==> src/rtl/msi_bank_pkg.sv <==
package msi_bank_pkg;
  localparam int NUM_BANKS = 2;
  localparam int REG_IDX_W = 3;

  localparam logic [REG_IDX_W-1:0] IDX_CAP     = 3'd0;
  localparam logic [REG_IDX_W-1:0] IDX_CTRL    = 3'd1;
  localparam logic [REG_IDX_W-1:0] IDX_TGT_LO  = 3'd2;
  localparam logic [REG_IDX_W-1:0] IDX_TGT_HI  = 3'd3;
  localparam logic [REG_IDX_W-1:0] IDX_STAT_LO = 3'd4;
  localparam logic [REG_IDX_W-1:0] IDX_STAT_HI = 3'd5;
  localparam logic [REG_IDX_W-1:0] IDX_MASK_LO = 3'd6;
  localparam logic [REG_IDX_W-1:0] IDX_MASK_HI = 3'd7;

  localparam int CTRL_DECODE_BIT  = 0;
  localparam int CTRL_CAPTURE_BIT = 15;
endpackage

==> src/rtl/msi_vec_decode.sv <==
module msi_vec_decode #(
  parameter int NUM_VEC = 64,
  parameter int ADDR_W  = 64,
  parameter int DATA_W  = 32,
  parameter bit PRESENT = 1'b1
) (
  input  logic               clk,
  input  logic               rst_n,
  input  logic               in_valid,
  input  logic [ADDR_W-1:0]  in_addr,
  input  logic [DATA_W-1:0]  in_data,
  input  logic [ADDR_W-1:0]  target,
  input  logic               decode_en,
  input  logic               capture_en,
  output logic [NUM_VEC-1:0] set_vec
);
  localparam int IDX_W = $clog2(NUM_VEC);

  logic hit;

  always_comb begin
    hit = in_valid && PRESENT && decode_en && capture_en &&
          (in_addr == target) && (in_data < DATA_W'(NUM_VEC));
    set_vec = '0;
    if (hit) set_vec[in_data[IDX_W-1:0]] = 1'b1;
  end

  p_single_vec_r2: assert property (@(posedge clk) disable iff (!rst_n)
    $onehot0(set_vec));
  p_out_of_range_r10: assert property (@(posedge clk) disable iff (!rst_n)
    (in_data >= DATA_W'(NUM_VEC)) |-> (set_vec == '0));
  p_enables_r6: assert property (@(posedge clk) disable iff (!rst_n)
    !(decode_en && capture_en) |-> (set_vec == '0));
  p_idle_beat_r11: assert property (@(posedge clk) disable iff (!rst_n)
    !in_valid |-> (set_vec == '0));
endmodule

==> src/rtl/msi_status_bank.sv <==
module msi_status_bank #(
  parameter int W = 32
) (
  input  logic         clk,
  input  logic         rst_n,
  input  logic [W-1:0] set_vec,
  input  logic [W-1:0] clr_vec,
  input  logic         mask_we,
  input  logic [W-1:0] mask_wdata,
  output logic [W-1:0] status,
  output logic [W-1:0] mask,
  output logic         irq
);
  always_ff @(posedge clk) begin
    if (!rst_n) begin
      status <= '0;
      mask   <= '0;
      irq    <= 1'b0;
    end else begin
      status <= (status & ~clr_vec) | set_vec;
      if (mask_we) mask <= mask_wdata;
      irq <= |(status & mask);
    end
  end

  p_set_wins_r8: assert property (@(posedge clk) disable iff (!rst_n)
    (set_vec != '0) |=> ((status & $past(set_vec)) == $past(set_vec)));
  p_clear_only_written_r3: assert property (@(posedge clk) disable iff (!rst_n)
    1'b1 |=> ((status & ~$past(clr_vec | set_vec)) ==
              ($past(status) & ~$past(clr_vec | set_vec))));
  p_irq_latency_r4: assert property (@(posedge clk) disable iff (!rst_n)
    1'b1 |=> (irq == |($past(status) & $past(mask))));
endmodule

==> src/rtl/msi_vector_banks.sv <==
module msi_vector_banks
  import msi_bank_pkg::*;
#(
  parameter int REG_W   = 32,
  parameter int BANK_W  = 32,
  parameter bit PRESENT = 1'b1
) (
  input  logic                 clk,
  input  logic                 rst_n,
  input  logic                 msi_valid,
  output logic                 msi_ready,
  input  logic [2*REG_W-1:0]   msi_addr,
  input  logic [REG_W-1:0]     msi_data,
  input  logic                 reg_we,
  input  logic [REG_IDX_W-1:0] reg_addr,
  input  logic [REG_W-1:0]     reg_wdata,
  output logic [REG_W-1:0]     reg_rdata,
  output logic                 irq_lo,
  output logic                 irq_hi
);
  localparam int NUM_VEC = NUM_BANKS * BANK_W;
  localparam int ADDR_W  = 2 * REG_W;

  logic              decode_en, capture_en;
  logic [REG_W-1:0]  tgt_lo, tgt_hi;
  logic [NUM_VEC-1:0] set_vec;
  logic [BANK_W-1:0] bank_status [NUM_BANKS];
  logic [BANK_W-1:0] bank_mask   [NUM_BANKS];
  logic [NUM_BANKS-1:0] bank_irq;

  assign msi_ready = 1'b1;

  always_ff @(posedge clk) begin
    if (!rst_n) begin
      decode_en  <= 1'b0;
      capture_en <= 1'b0;
      tgt_lo     <= '0;
      tgt_hi     <= '0;
    end else if (reg_we) begin
      case (reg_addr)
        IDX_CTRL: begin
          decode_en  <= reg_wdata[CTRL_DECODE_BIT];
          capture_en <= reg_wdata[CTRL_CAPTURE_BIT];
        end
        IDX_TGT_LO: tgt_lo <= reg_wdata;
        IDX_TGT_HI: tgt_hi <= reg_wdata;
        default: ;
      endcase
    end
  end

  msi_vec_decode #(
    .NUM_VEC(NUM_VEC), .ADDR_W(ADDR_W), .DATA_W(REG_W), .PRESENT(PRESENT)
  ) u_decode (
    .clk(clk), .rst_n(rst_n),
    .in_valid(msi_valid), .in_addr(msi_addr), .in_data(msi_data),
    .target({tgt_hi, tgt_lo}),
    .decode_en(decode_en), .capture_en(capture_en),
    .set_vec(set_vec)
  );

  for (genvar b = 0; b < NUM_BANKS; b++) begin : g_bank
    localparam logic [REG_IDX_W-1:0] STAT_IDX = IDX_STAT_LO + REG_IDX_W'(b);
    localparam logic [REG_IDX_W-1:0] MASK_IDX = IDX_MASK_LO + REG_IDX_W'(b);
    logic [BANK_W-1:0] clr;
    logic              mwe;
    assign clr = (reg_we && reg_addr == STAT_IDX) ? reg_wdata[BANK_W-1:0] : '0;
    assign mwe = reg_we && (reg_addr == MASK_IDX);

    msi_status_bank #(.W(BANK_W)) u_bank (
      .clk(clk), .rst_n(rst_n),
      .set_vec(set_vec[b*BANK_W +: BANK_W]),
      .clr_vec(clr),
      .mask_we(mwe),
      .mask_wdata(reg_wdata[BANK_W-1:0]),
      .status(bank_status[b]),
      .mask(bank_mask[b]),
      .irq(bank_irq[b])
    );
  end

  assign irq_lo = bank_irq[0];
  assign irq_hi = bank_irq[1];

  always_comb begin
    reg_rdata = '0;
    case (reg_addr)
      IDX_CAP:     reg_rdata[0] = PRESENT;
      IDX_CTRL: begin
        reg_rdata[CTRL_DECODE_BIT]  = decode_en;
        reg_rdata[CTRL_CAPTURE_BIT] = capture_en;
      end
      IDX_TGT_LO:  reg_rdata = tgt_lo;
      IDX_TGT_HI:  reg_rdata = tgt_hi;
      IDX_STAT_LO: reg_rdata = REG_W'(bank_status[0]);
      IDX_STAT_HI: reg_rdata = REG_W'(bank_status[1]);
      IDX_MASK_LO: reg_rdata = REG_W'(bank_mask[0]);
      IDX_MASK_HI: reg_rdata = REG_W'(bank_mask[1]);
      default: ;
    endcase
  end

  p_ready_high_r11: assert property (@(posedge clk) disable iff (!rst_n)
    msi_ready);
  p_lines_split_r5: assert property (@(posedge clk) disable iff (!rst_n)
    (bank_status[1] == '0) |=> !irq_hi);
endmodule

==> config.mk <==
export PLATFORM = sky130hd
export DESIGN_NAME = msi_vector_banks
export DESIGN_NICKNAME = d
export VERILOG_FILES = /design/src/rtl/msi_bank_pkg.sv /design/src/rtl/msi_vec_decode.sv /design/src/rtl/msi_status_bank.sv /design/src/rtl/msi_vector_banks.sv
export SDC_FILE = /design/constraint.sdc
export NUM_CORES = 1
export LEC_CHECK = 0
export ABC_AREA = 1
export CAP_MARGIN = 20
export CORE_ASPECT_RATIO = 1.75
export CORE_MARGIN = 2
export CORE_UTILIZATION = 38
export CTS_CLUSTER_SIZE = 10
export DETAILED_ROUTE_END_ITERATION = 12
export GPL_TIMING_DRIVEN = 0
export HOLD_SLACK_MARGIN = 0.02
export REMOVE_ABC_BUFFERS = 1
export SETUP_SLACK_MARGIN = 0.5
export SKIP_LAST_GASP = 1
export SYNTH_ARGS = -nofsm -noshare
export SYNTH_HDL_FRONTEND = slang
export SYNTH_SLANG_ARGS = --single-unit
==> constraint.sdc <==
create_clock -name clk -period 2.9 [get_ports clk]
set_input_delay 0.29 -clock clk [delete_from_list [all_inputs] [get_ports clk]]
set_output_delay 0.29 -clock clk [all_outputs]
set_load 0.05 [all_outputs]
* Yosys cells after proc, flatten, opt, wreduce, memory -nomap -nowiden
Cells that the tools add are included.
** Word-level totals
- Memories kept :: 0
- Bits in registers :: 196
- Bits in latches :: 0
- RAM bits :: 0
- Output and inout bits :: 35
- Bits of input ports :: 135
- ROM bits :: 0
** Operators by class
- Add/subtract/negate cells :: 0
- Reduce and logical (&&, ||, !) cells :: 15
- Equal/unequal tests :: 8
- Bitwise gates (word level) :: 8
- Divide/modulo/power cells :: 0
- Order comparisons :: 3
- Shifts and indexed selects :: 0
- $mul :: 0
- Muxes and demuxes :: 9
** Operators by type and width (count)
- $and A32 B32 Y32 :: 4
- $pmux W16 S6 :: 1
- $pmux W14 S6 :: 1
- $eq A64 B64 Y1 :: 1
- $mux W32 :: 2
- $mux W64 :: 1
- $not A32 Y32 :: 2
- $or A32 B32 Y32 :: 2
- $reduce_or A32 Y1 :: 2
- $lt A32 B7 Y1 const B :: 1
- $eq A3 B3 Y1 const B :: 4
- $logic_and A1 B1 Y1 :: 9
- $pmux W1 S8 :: 1
- $lt A6 B7 Y1 const B :: 1
- $pmux W1 S7 :: 1
- $demux W1 S6 :: 1
- $eq A3 B2 Y1 const B :: 2
- $ge A6 B1 Y1 const B :: 1
- $reduce_and A2 Y1 :: 3
- $eq A3 B1 Y1 const B :: 1
- $logic_not A3 Y1 :: 1
- $mux W1 :: 1

* Logic depth before layout (Yosys ltp)
Gate-level depths: netlist (run 1).
- Word-level depth :: 6
- Depth in mapped cells :: 11
- Depth with buffers taken out :: 10

* Cells and area by module
A second synthesis (run 1) with hierarchy kept.
** Second synthesis, totals
- Cell total of the unflattened synthesis :: 2031
- Area, all modules :: 11955.2 um2
** Modules (own cells, without submodules)
- msi_vector_banks :: area an instance 4937.2 um2, cells an instance 894, times used 1, seq. area each 1321.3 um2
- msi_status_bank :: area an instance 2459.9 um2, cells an instance 334, times used 2, seq. area each 1301.2 um2
- msi_vec_decode :: area an instance 2098.3 um2, cells an instance 469, times used 1, seq. area each 0.0 um2

* Worst setup path after synthesis (run 1)
Ideal clock, no wire load.
- Kind :: input -> output
- Start point :: in reg_addr[0]
- End point :: out reg_rdata[12]
- Cell stages on the path :: 5
- Arrival time :: 1.811 ns
- Setup slack :: 0.799 ns
- Path through :: inv_2 nor3_4 inv_2 clkbuf_1 o2111ai_1
** On the way
- Cells in the longest elaborated chain, start to end :: 2
** Ends and longest elaborated chain
- start: declaration :: line msi_vector_banks.sv:15 : input logic [REG_IDX_W-1:0] reg_addr,
- $eq A3 B3 Y1 / $eq A3 B2 Y1 (equally long branches) :: line msi_vector_banks.sv:87 : case (reg_addr)
- $pmux W14 S6 (*) :: line msi_vector_banks.sv:87
- end: declaration :: line msi_vector_banks.sv:17 : output logic [REG_W-1:0] reg_rdata,
Mark *: on every way between the ends. The rest lies on a longest branch, timed or not.

* Final worst setup path (run 1)
- Start point :: in reg_addr[2]
- End point :: out reg_rdata[15]
** On the way
- Cells in the longest elaborated chain, start to end :: 2
** Ends and longest elaborated chain (line)
- $eq A3 B3 Y1, or another cell as far along :: msi_vector_banks.sv:87
- $pmux W1 S7 (*) :: msi_vector_banks.sv:87
Marks and branches as above.

==> impl_metrics.sql, run 1 <==
INSERT INTO impl_metrics (metric_group, metric, value, unit) VALUES
('status', 'outcome', 'finished clean', ''),
('grt', 'grt_antenna_before_repair', '1', ''),
('cells_and_area', 'filler_cell_count', '2675', ''),
('worst_setup_path', 'critPathBufInv', '5', ''),
('worst_setup_path', 'cp_cell_sequence', 'clkdlybuf4s15_2 -> inv_2 -> nor3_4 -> buf_4 -> buf_16 -> a221oi_1 -> o2111ai_1 -> buf_2', ''),
('die', 'die_h', '219', 'um'),
('logic_synthesis', 'synth_enable_flop_cells', '0', ''),
('grt', 'grt_use_met2', '49.2', '%'),
('logic_synthesis', 'avgSynthCellArea', '6.85', 'sq um'),
('place', 'port_buffers', '168', ''),
('route', 'detail_route.first_pass.iterations', '6', ''),
('sta', 'worst_hold_slack_across_all_endpoints', '0.326', 'ns'),
('sta', 'final_hold_viol_count', '0', ''),
('sta', 'slew_headroom', '42.8', '%'),
('cells_and_area', 'flow.area_growth_from_synthesis', '28.3', '%'),
('power_and_ir_drop', 'p_leak', '4.77', 'nW'),
('sta', 'timing.clock.skew', '0.0101', 'ns'),
('sta', 'timing.final.crit_period', '2.35', 'ns'),
('worst_setup_path', 'worst-endpoint-arrival', '2.06', 'ns'),
('clock_tree', 'h-tree-depth', '4', ''),
('sta', 'report.final.setup_viol', '0', ''),
('logic_synthesis', 'synth.yosys.seq_area_share', '39.1', '%'),
('power_and_ir_drop', 'power.total', '6.01', 'mW'),
('clock_tree', 'cts_sinks', '196', ''),
('power_and_ir_drop', 'max-vdd-ir-drop', '361', 'uV'),
('cells_and_area', 'postLayoutCellArea', '12900', 'sq um'),
('worst_setup_path', 'crit_path_top_delay_cell', 'sky130_fd_sc_hd__a221oi_1', ''),
('run', 'drv_cap', '0', ''),
('place', 'hpwl', '27000', 'um'),
('route', 'drt-vias-per-instance', '5.66', ''),
('grt', 'grt_pass1_wl', '58400', 'um'),
('worst_setup_path', 'startpoint_type', 'input port', ''),
('sta', 'worst_pin_slew', '0.856', 'ns'),
('power_and_ir_drop', 'powerDensity', '466', 'nW/um^2'),
('die', 'fp.coreArea', '26000', 'sq um'),
('die', 'io_pins', '170', ''),
('logic_synthesis', 'synthArstFlopShare', '0', '%'),
('worst_setup_path', 'crit_path_max_fanout', '14', ''),
('sta', 'postLayoutSetupSlackWorst', '0.549', 'ns'),
('logic_synthesis', 'mappedNetlistArea', '10000', 'sq um'),
('cells_and_area', 'drive_above_1_share', '8.99', '%'),
('place', 'gp_congestion', '0.843', ''),
('worst_setup_path', 'cp.required', '2.61', 'ns'),
('logic_synthesis', 'postSynthCellCount', '1467', ''),
('route', 'via_count', '10944', ''),
('grt', 'gr_usage_total', '27.6', '%'),
('logic_synthesis', 'postSynthRegisterBits', '196', ''),
('worst_setup_path', 'crit_path_end_kind', 'primary output', ''),
('route', 'wirelength', '39100', 'um'),
('clock_tree', 'cts-buffers-inserted', '17', ''),
('route', 'routed_wire_length_per_instance', '20.2', 'um'),
('worst_setup_path', 'crit_type', 'in -> out', ''),
('sta', 'maxSlewViolCount', '0', ''),
('die', 'start_util', '38.7', '%'),
('logic_synthesis', 'synth_warnings', '0', ''),
('cells_and_area', 'design.final.nets', '1736', ''),
('grt', 'globalRoute.totalOverflow', '0', ''),
('route', 'drcViolationCount', '0', ''),
('sta', 'final_min_period_over_clock_period', '81.1', '%'),
('sta', 'timing.fmax', '425', 'MHz'),
('clock_tree', 'holdBufCountCts', '0', ''),
('place', 'pre_cts_slack', '-1.26', 'ns'),
('die', 'die_footprint', '27800', 'sq um'),
('worst_setup_path', 'cp_top_family', 'buffers and inverters', ''),
('hold_path', 'min_path_type', 'in -> reg', ''),
('grt', 'grt_start_max_net_pins', '68', ''),
('die', 'chipWidth', '127', 'um'),
('grt', 'grt.met3_usage', '3.61', '%'),
('worst_setup_path', 'slowest_delay', '0.30', 'ns'),
('clock_tree', 'cts.reportedPaths.clkPinSlew', '0.06', 'ns'),
('grt', 'grt_pass1_vias', '10319', ''),
('route', 'drtAntennaViolNets', '0', ''),
('grt', 'busiest_layer', 'met2', ''),
('clock_tree', 'tritoncts', 'built', ''),
('grt', 'met1_usage', '32.0', '%'),
('logic_synthesis', 'synth_cell_type_count', '33', ''),
('clock_tree', 'clkLatencyLatePin', '0.46', 'ns'),
('sta', 'grt_setup_unrepaired', 'false', ''),
('clock_tree', 'cts_max_path_buffers', '2', ''),
('place', 'placed_area', '12100', 'sq um'),
('die', 'placement_rows', '78', ''),
('clock_tree', 'clock-root-buffer', 'sky130_fd_sc_hd__clkbuf_16', ''),
('route', 'detail_route.iter0.violations', '940', ''),
('logic_synthesis', 'postSynth.topFlopCell', 'sky130_fd_sc_hd__dfxtp_1', '');
-- cell usage in the layout, fill, tap and decap left out, drive strengths merged, types with 34 or more instances in the layout --
master / netlist / routed
clkdlybuf4s50: 0 / 131
nand3: 46 / 46
buf: 44 / 47
nand4: 80 / 80
nand2: 241 / 241
inv: 169 / 168
o21ai: 192 / 192
dfxtp: 196 / 196
a22oi: 34 / 34
a21oi: 197 / 197
nor2: 139 / 142
-- flip-flops by register name, indices dropped and copies added, names as in the netlist --
name and count:
g_bank.u_bank.irq 2, tgt_hi 32, g_bank.u_bank.status 64, tgt_lo 32
decode_en 1, capture_en 1, g_bank.u_bank.mask 64
-- worst reg2reg max path, stage by stage, from the launching register on --
cell	delay, ns
sky130_fd_sc_hd__dfxtp_1	0.33
sky130_fd_sc_hd__inv_1	0.09
sky130_fd_sc_hd__or2_1	0.18
sky130_fd_sc_hd__nand3_1	0.09
sky130_fd_sc_hd__nor2_1	0.28
sky130_fd_sc_hd__nand2_1	0.25
sky130_fd_sc_hd__nor2_4	0.51
sky130_fd_sc_hd__buf_16	0.24
sky130_fd_sc_hd__nand4_1	0.14
sky130_fd_sc_hd__a21oi_1	0.16
-- power by group --
part | internal, mW | switching [mW] | total (mW)
combinational | 0.322 | 0.473 | 0.795
clock | 1.35 | 1.07 | 2.42
sequential | 2.75 | 0.0435 | 2.79
-- worst paths after layout --
| check | start | end | slack, ns | cells after the start |
|---|---|---|---|---|
| setup / recovery | reg_addr[2] | reg_rdata[15] | 0.55 | 8 |
| hold / removal | rst_n | tgt_hi[18] | 0.33 | 3 |
| setup reg to reg | tgt_hi[15] | g_bank[1].u_bank.status[18] | 0.56 | 9 |
| hold reg to reg | g_bank[0].u_bank.mask[13] | g_bank[0].u_bank.mask[13] | 0.47 | 2 |
-- cells in the mapped netlist (all sizes together), types with 8 or more instances --
| master | count | area, sq um |
|---|---|---|
| a221oi | 28 | 245 |
| o21ai | 192 | 961 |
| a22oi | 34 | 255 |
| nor2 | 139 | 549 |
| dfxtp | 196 | 3920 |
| a21oi | 197 | 986 |
| nand4 | 80 | 500 |
| clkbuf | 45 | 169 |
| o211ai | 8 | 60.1 |
| nand2 | 241 | 907 |
| o2111ai | 8 | 70.1 |
| nand3 | 46 | 230 |
| buf | 44 | 228 |
| xnor2 | 14 | 123 |
| inv | 169 | 634 |
-- through the flow --
step                      cells  utilization, %  TNS, ns
after floorplan            1378               -        0
after global placement     1866            45.2  -520.63
after detailed placement   1881            46.7   -68.42
after CTS                  1930            49.7        0
after global routing       1934            49.7        0
final                      1934            49.7        0
-- metal layers --
| layer | part of all wire [%] | wire [um] |
|---|---|---|
| met1 | 39 | 15200 |
| met4 | 4.9 | 1920 |
| met5 | 0 | 0 |
| met2 | 51 | 19800 |
| met3 | 5.6 | 2180 |
-- area by class of cell --
type	instances	area, sq um	share of cell area (%)
Multi-Input combinational cell	1016	5170	40.1
Sequential cell	196	3920	30.4
Timing Repair Buffer	201	2150	16.7
Inverter	169	658	5.11
Clock buffer	21	480	3.73
Tap cell	320	400	3.11
Clock inverter	10	105	0.815
Antenna cell	1	2.50	0.0194
-- kinds of logic (layout without fill, tap and decap cells) --
kind of cell / after synthesis / in the layout / share of synthesized area [%]
and+or+nand+nor: 514 / 517 / 22.5
AOI/OAI and AO/OA: 483 / 483 / 26.8
buffers and inverters: 258 / 401 / 10.3
DFF: 196 / 196 / 39.1
xor gates and xnor gates: 15 / 15 / 1.31
other: 1 / 2 / 0.0373
-- what timing repair did --
| item | CTS | global route |
|---|---|---|
| gates cloned | 1 | 2 |
| endpoints found under the hold margin | 0 | 0 |
| resized for setup | 131 | 14 |
| setup endpoints to repair | 143 | 60 |
| setup buffers | 17 | 1 |
| pin swaps | 6 | 2 |
(Power assumes the default switching activity.)
==> run 2: changes to the inputs <==
- clock period: 2.9 -> 2.4 ns (I/O delays scaled with it)
==> run 2 against run 1 <==
Compared with the run above: clock-buffer cell count unchanged; setup slack worse by 0.027 ns; worst hold slack got worse by 0.15 ns; utilization is 2.4 points higher; critical path depth is 2 higher; clock skew hardly changed; critical path type unchanged; largest cell class unchanged.
==> impl_metrics.sql, run 2 (same netlist as run 1, synthesis figures left out) <==
INSERT INTO impl_metrics (metric_group, metric, value, unit) VALUES
('die', 'placement_rows', '78', ''),
('grt', 'grt_pass1_wl', '59300', 'um'),
('place', 'hpwl', '27000', 'um'),
('place', 'placed_area', '12100', 'sq um'),
('die', 'chipWidth', '127', 'um'),
('place', 'port_buffers', '168', ''),
('route', 'via_count', '11280', ''),
('place', 'gp_congestion', '0.843', ''),
('cells_and_area', 'flow.area_growth_from_synthesis', '34.4', '%'),
('sta', 'setup_total_negative_slack', '0', 'ns'),
('grt', 'grt_start_max_net_pins', '68', ''),
('sta', 'timing.fmax', '532', 'MHz'),
('sta', 'final_min_period_over_clock_period', '78.3', '%'),
('worst_setup_path', 'cp.required', '2.16', 'ns'),
('sta', 'slew_headroom', '42.9', '%'),
('die', 'io_pins', '170', ''),
('cells_and_area', 'most_used_cells_in_the_layout_excluding_fill_and_tap_cells', 'sky130_fd_sc_hd__nand2_1 (224), sky130_fd_sc_hd__a21oi_1 (195), sky130_fd_sc_hd__dfxtp_1 (183)', ''),
('clock_tree', 'cts_max_path_buffers', '2', ''),
('status', 'outcome', 'finished clean', ''),
('run', 'drv_cap', '0', ''),
('route', 'drt-vias-per-instance', '5.75', ''),
('clock_tree', 'clock-root-buffer', 'sky130_fd_sc_hd__clkbuf_16', ''),
('cells_and_area', 'filler_cell_count', '2634', ''),
('route', 'drtAntennaViolNets', '0', ''),
('route', 'detail_route.iter0.violations', '1078', ''),
('clock_tree', 'cts.reportedPaths.clkPinSlew', '0.07', 'ns'),
('worst_setup_path', 'crit_path_max_fanout', '7', ''),
('sta', 'worst_pin_slew', '0.856', 'ns'),
('worst_setup_path', 'slowest_delay', '0.23', 'ns'),
('clock_tree', 'cts-buffers-inserted', '17', ''),
('die', 'start_util', '38.7', '%'),
('cells_and_area', 'postLayoutCellArea', '13500', 'sq um'),
('die', 'fp.coreArea', '26000', 'sq um'),
('cells_and_area', 'multi_input_area', '5410', 'sq um'),
('cells_and_area', 'layout.area.seq', '3940', 'sq um'),
('hold_path', 'min_path_type', 'in -> reg', ''),
('grt', 'globalRoute.totalOverflow', '0', ''),
('worst_setup_path', 'crit_type', 'in -> out', ''),
('grt', 'grt_pass1_vias', '10471', ''),
('clock_tree', 'clkLatencyLatePin', '0.45', 'ns'),
('worst_setup_path', 'cp_cell_sequence', 'buf_6 -> inv_6 -> nor2_4 -> buf_12 -> nand2_8 -> buf_12 -> nor2_1 -> a221oi_2 -> o2111ai_2 -> buf_6', ''),
('sta', 'timing.final.crit_period', '1.88', 'ns'),
('sta', 'grt_setup_unrepaired', 'true', ''),
('worst_setup_path', 'crit_path_end_kind', 'primary output', ''),
('worst_setup_path', 'crit_path_top_delay_cell', 'sky130_fd_sc_hd__o2111ai_2', ''),
('route', 'detail_route.first_pass.iterations', '7', ''),
('sta', 'maxSlewViolCount', '0', ''),
('sta', 'timing.clock.skew', '0.00970', 'ns'),
('cells_and_area', 'largest_registers', 'g_bank.u_bank.mask x64, g_bank.u_bank.status x64', ''),
('grt', 'grt_antenna_before_repair', '1', ''),
('power_and_ir_drop', 'max-vdd-ir-drop', '542', 'uV'),
('grt', 'gr_usage_total', '28.1', '%'),
('clock_tree', 'tritoncts', 'built', ''),
('power_and_ir_drop', 'power.total', '7.33', 'mW'),
('clock_tree', 'h-tree-depth', '4', ''),
('sta', 'report.final.setup_viol', '0', ''),
('route', 'drcViolationCount', '0', ''),
('route', 'routed_wire_length_per_instance', '21.1', 'um'),
('clock_tree', 'cts_sinks', '196', ''),
('place', 'place.detailed.instances', '1881', ''),
('route', 'wirelength', '41400', 'um'),
('die', 'die_footprint', '27800', 'sq um'),
('cells_and_area', 'share_of_the_core_filled_with_cells', '52.0', '%'),
('sta', 'final_hold_viol_count', '0', ''),
('power_and_ir_drop', 'p_leak', '5.07', 'nW'),
('power_and_ir_drop', 'powerDensity', '542', 'nW/um^2'),
('clock_tree', 'holdBufCountCts', '0', ''),
('die', 'die_h', '219', 'um'),
('worst_setup_path', 'startpoint_type', 'input port', ''),
('worst_setup_path', 'worst-endpoint-arrival', '1.64', 'ns'),
('cells_and_area', 'drive_above_1_share', '14.0', '%'),
('cells_and_area', 'design.final.nets', '1763', ''),
('cells_and_area', 'final-instance-count-excl-fill', '1961', ''),
('cells_and_area', 'layout_commonest_cell', 'sky130_fd_sc_hd__nand2_1', '');
[run 2: cell types whose count changed in the layout (fill, tap and decap cells not counted), moves of 6 or more]
cell and change:
sky130_fd_sc_hd__buf_4 +14, sky130_fd_sc_hd__nand2_1 -13, sky130_fd_sc_hd__clkbuf_16 +6, sky130_fd_sc_hd__dfxtp_2 +13, sky130_fd_sc_hd__dfxtp_1 -13, sky130_fd_sc_hd__nor2_4 +8, sky130_fd_sc_hd__a221oi_2 +7, sky130_fd_sc_hd__nand2_2 +11
sky130_fd_sc_hd__clkdlybuf4s15_2 -22, sky130_fd_sc_hd__buf_6 +11, sky130_fd_sc_hd__a221oi_1 -7, sky130_fd_sc_hd__nor2_1 -16, sky130_fd_sc_hd__nor2_2 +10
[run 2: timing repair]
| action | in CTS | in global routing |
|---|---|---|
| buffers inserted | 24 | 10 |
| cloned | 3 | 11 |
| pin swaps | 11 | 29 |
| resized for setup | 226 | 87 |
| setup endpoints to repair | 192 | 123 |
[run 2: worst paths after layout]
check,startpoint,to,slack [ns],cells after the start
setup / recovery,reg_addr[1],reg_rdata[15],0.52,10
hold / removal,reg_addr[0],capture_en,0.18,3
setup reg to reg,tgt_lo[19],g_bank[0].u_bank.status[3],0.53,10
hold reg to reg,tgt_hi[18],tgt_hi[18],0.47,2
[run 2: where the power goes]
part	internal, mW	switching [mW]	leakage, nW
Combinational	0.415	0.611	3.19
Sequential	3.32	0.0528	1.59
Clock	1.63	1.29	0.290
Total	5.37	1.96	5.07
[run 2: routing by layer]
layer	wire length [um]	GRT usage (%)	part of all wire [%]	vias to the layer above
met5	0	0	0	-
met4	2420	15.8	5.8	0
met1	15600	32.5	38	5249
met2	20500	49.5	50	531
li1	-	-	-	5373
met3	2840	3.68	6.9	127
[run 2: through the flow]
stage / hold WS (ns) / worst slack [ns]
5_1_grt: 0.199 / 0.425
4_1_cts: 0.192 / 0.484
3_3_place_gp: 0.451 / -4.21
2_1_floorplan: 0.378 / -0.243
6_report: 0.177 / 0.522
3_5_place_dp: 0.455 / -1.66
[run 2: critical path, delay by kind of cell]
kind,cells,cell delay [ns]
compound gates,2,0.43
buf+inv,5,0.70
simple gates,3,0.26
[run 2: cell type report]
class,instances,area share [%]
clock inverters,10,0.778
diodes,1,0.0185
clock buffers,21,3.56
multi-input cells,1018,40.0
well taps,320,2.96
repair buffers,226,18.4
flip-flops and latches,196,29.2
inverters,169,5.09
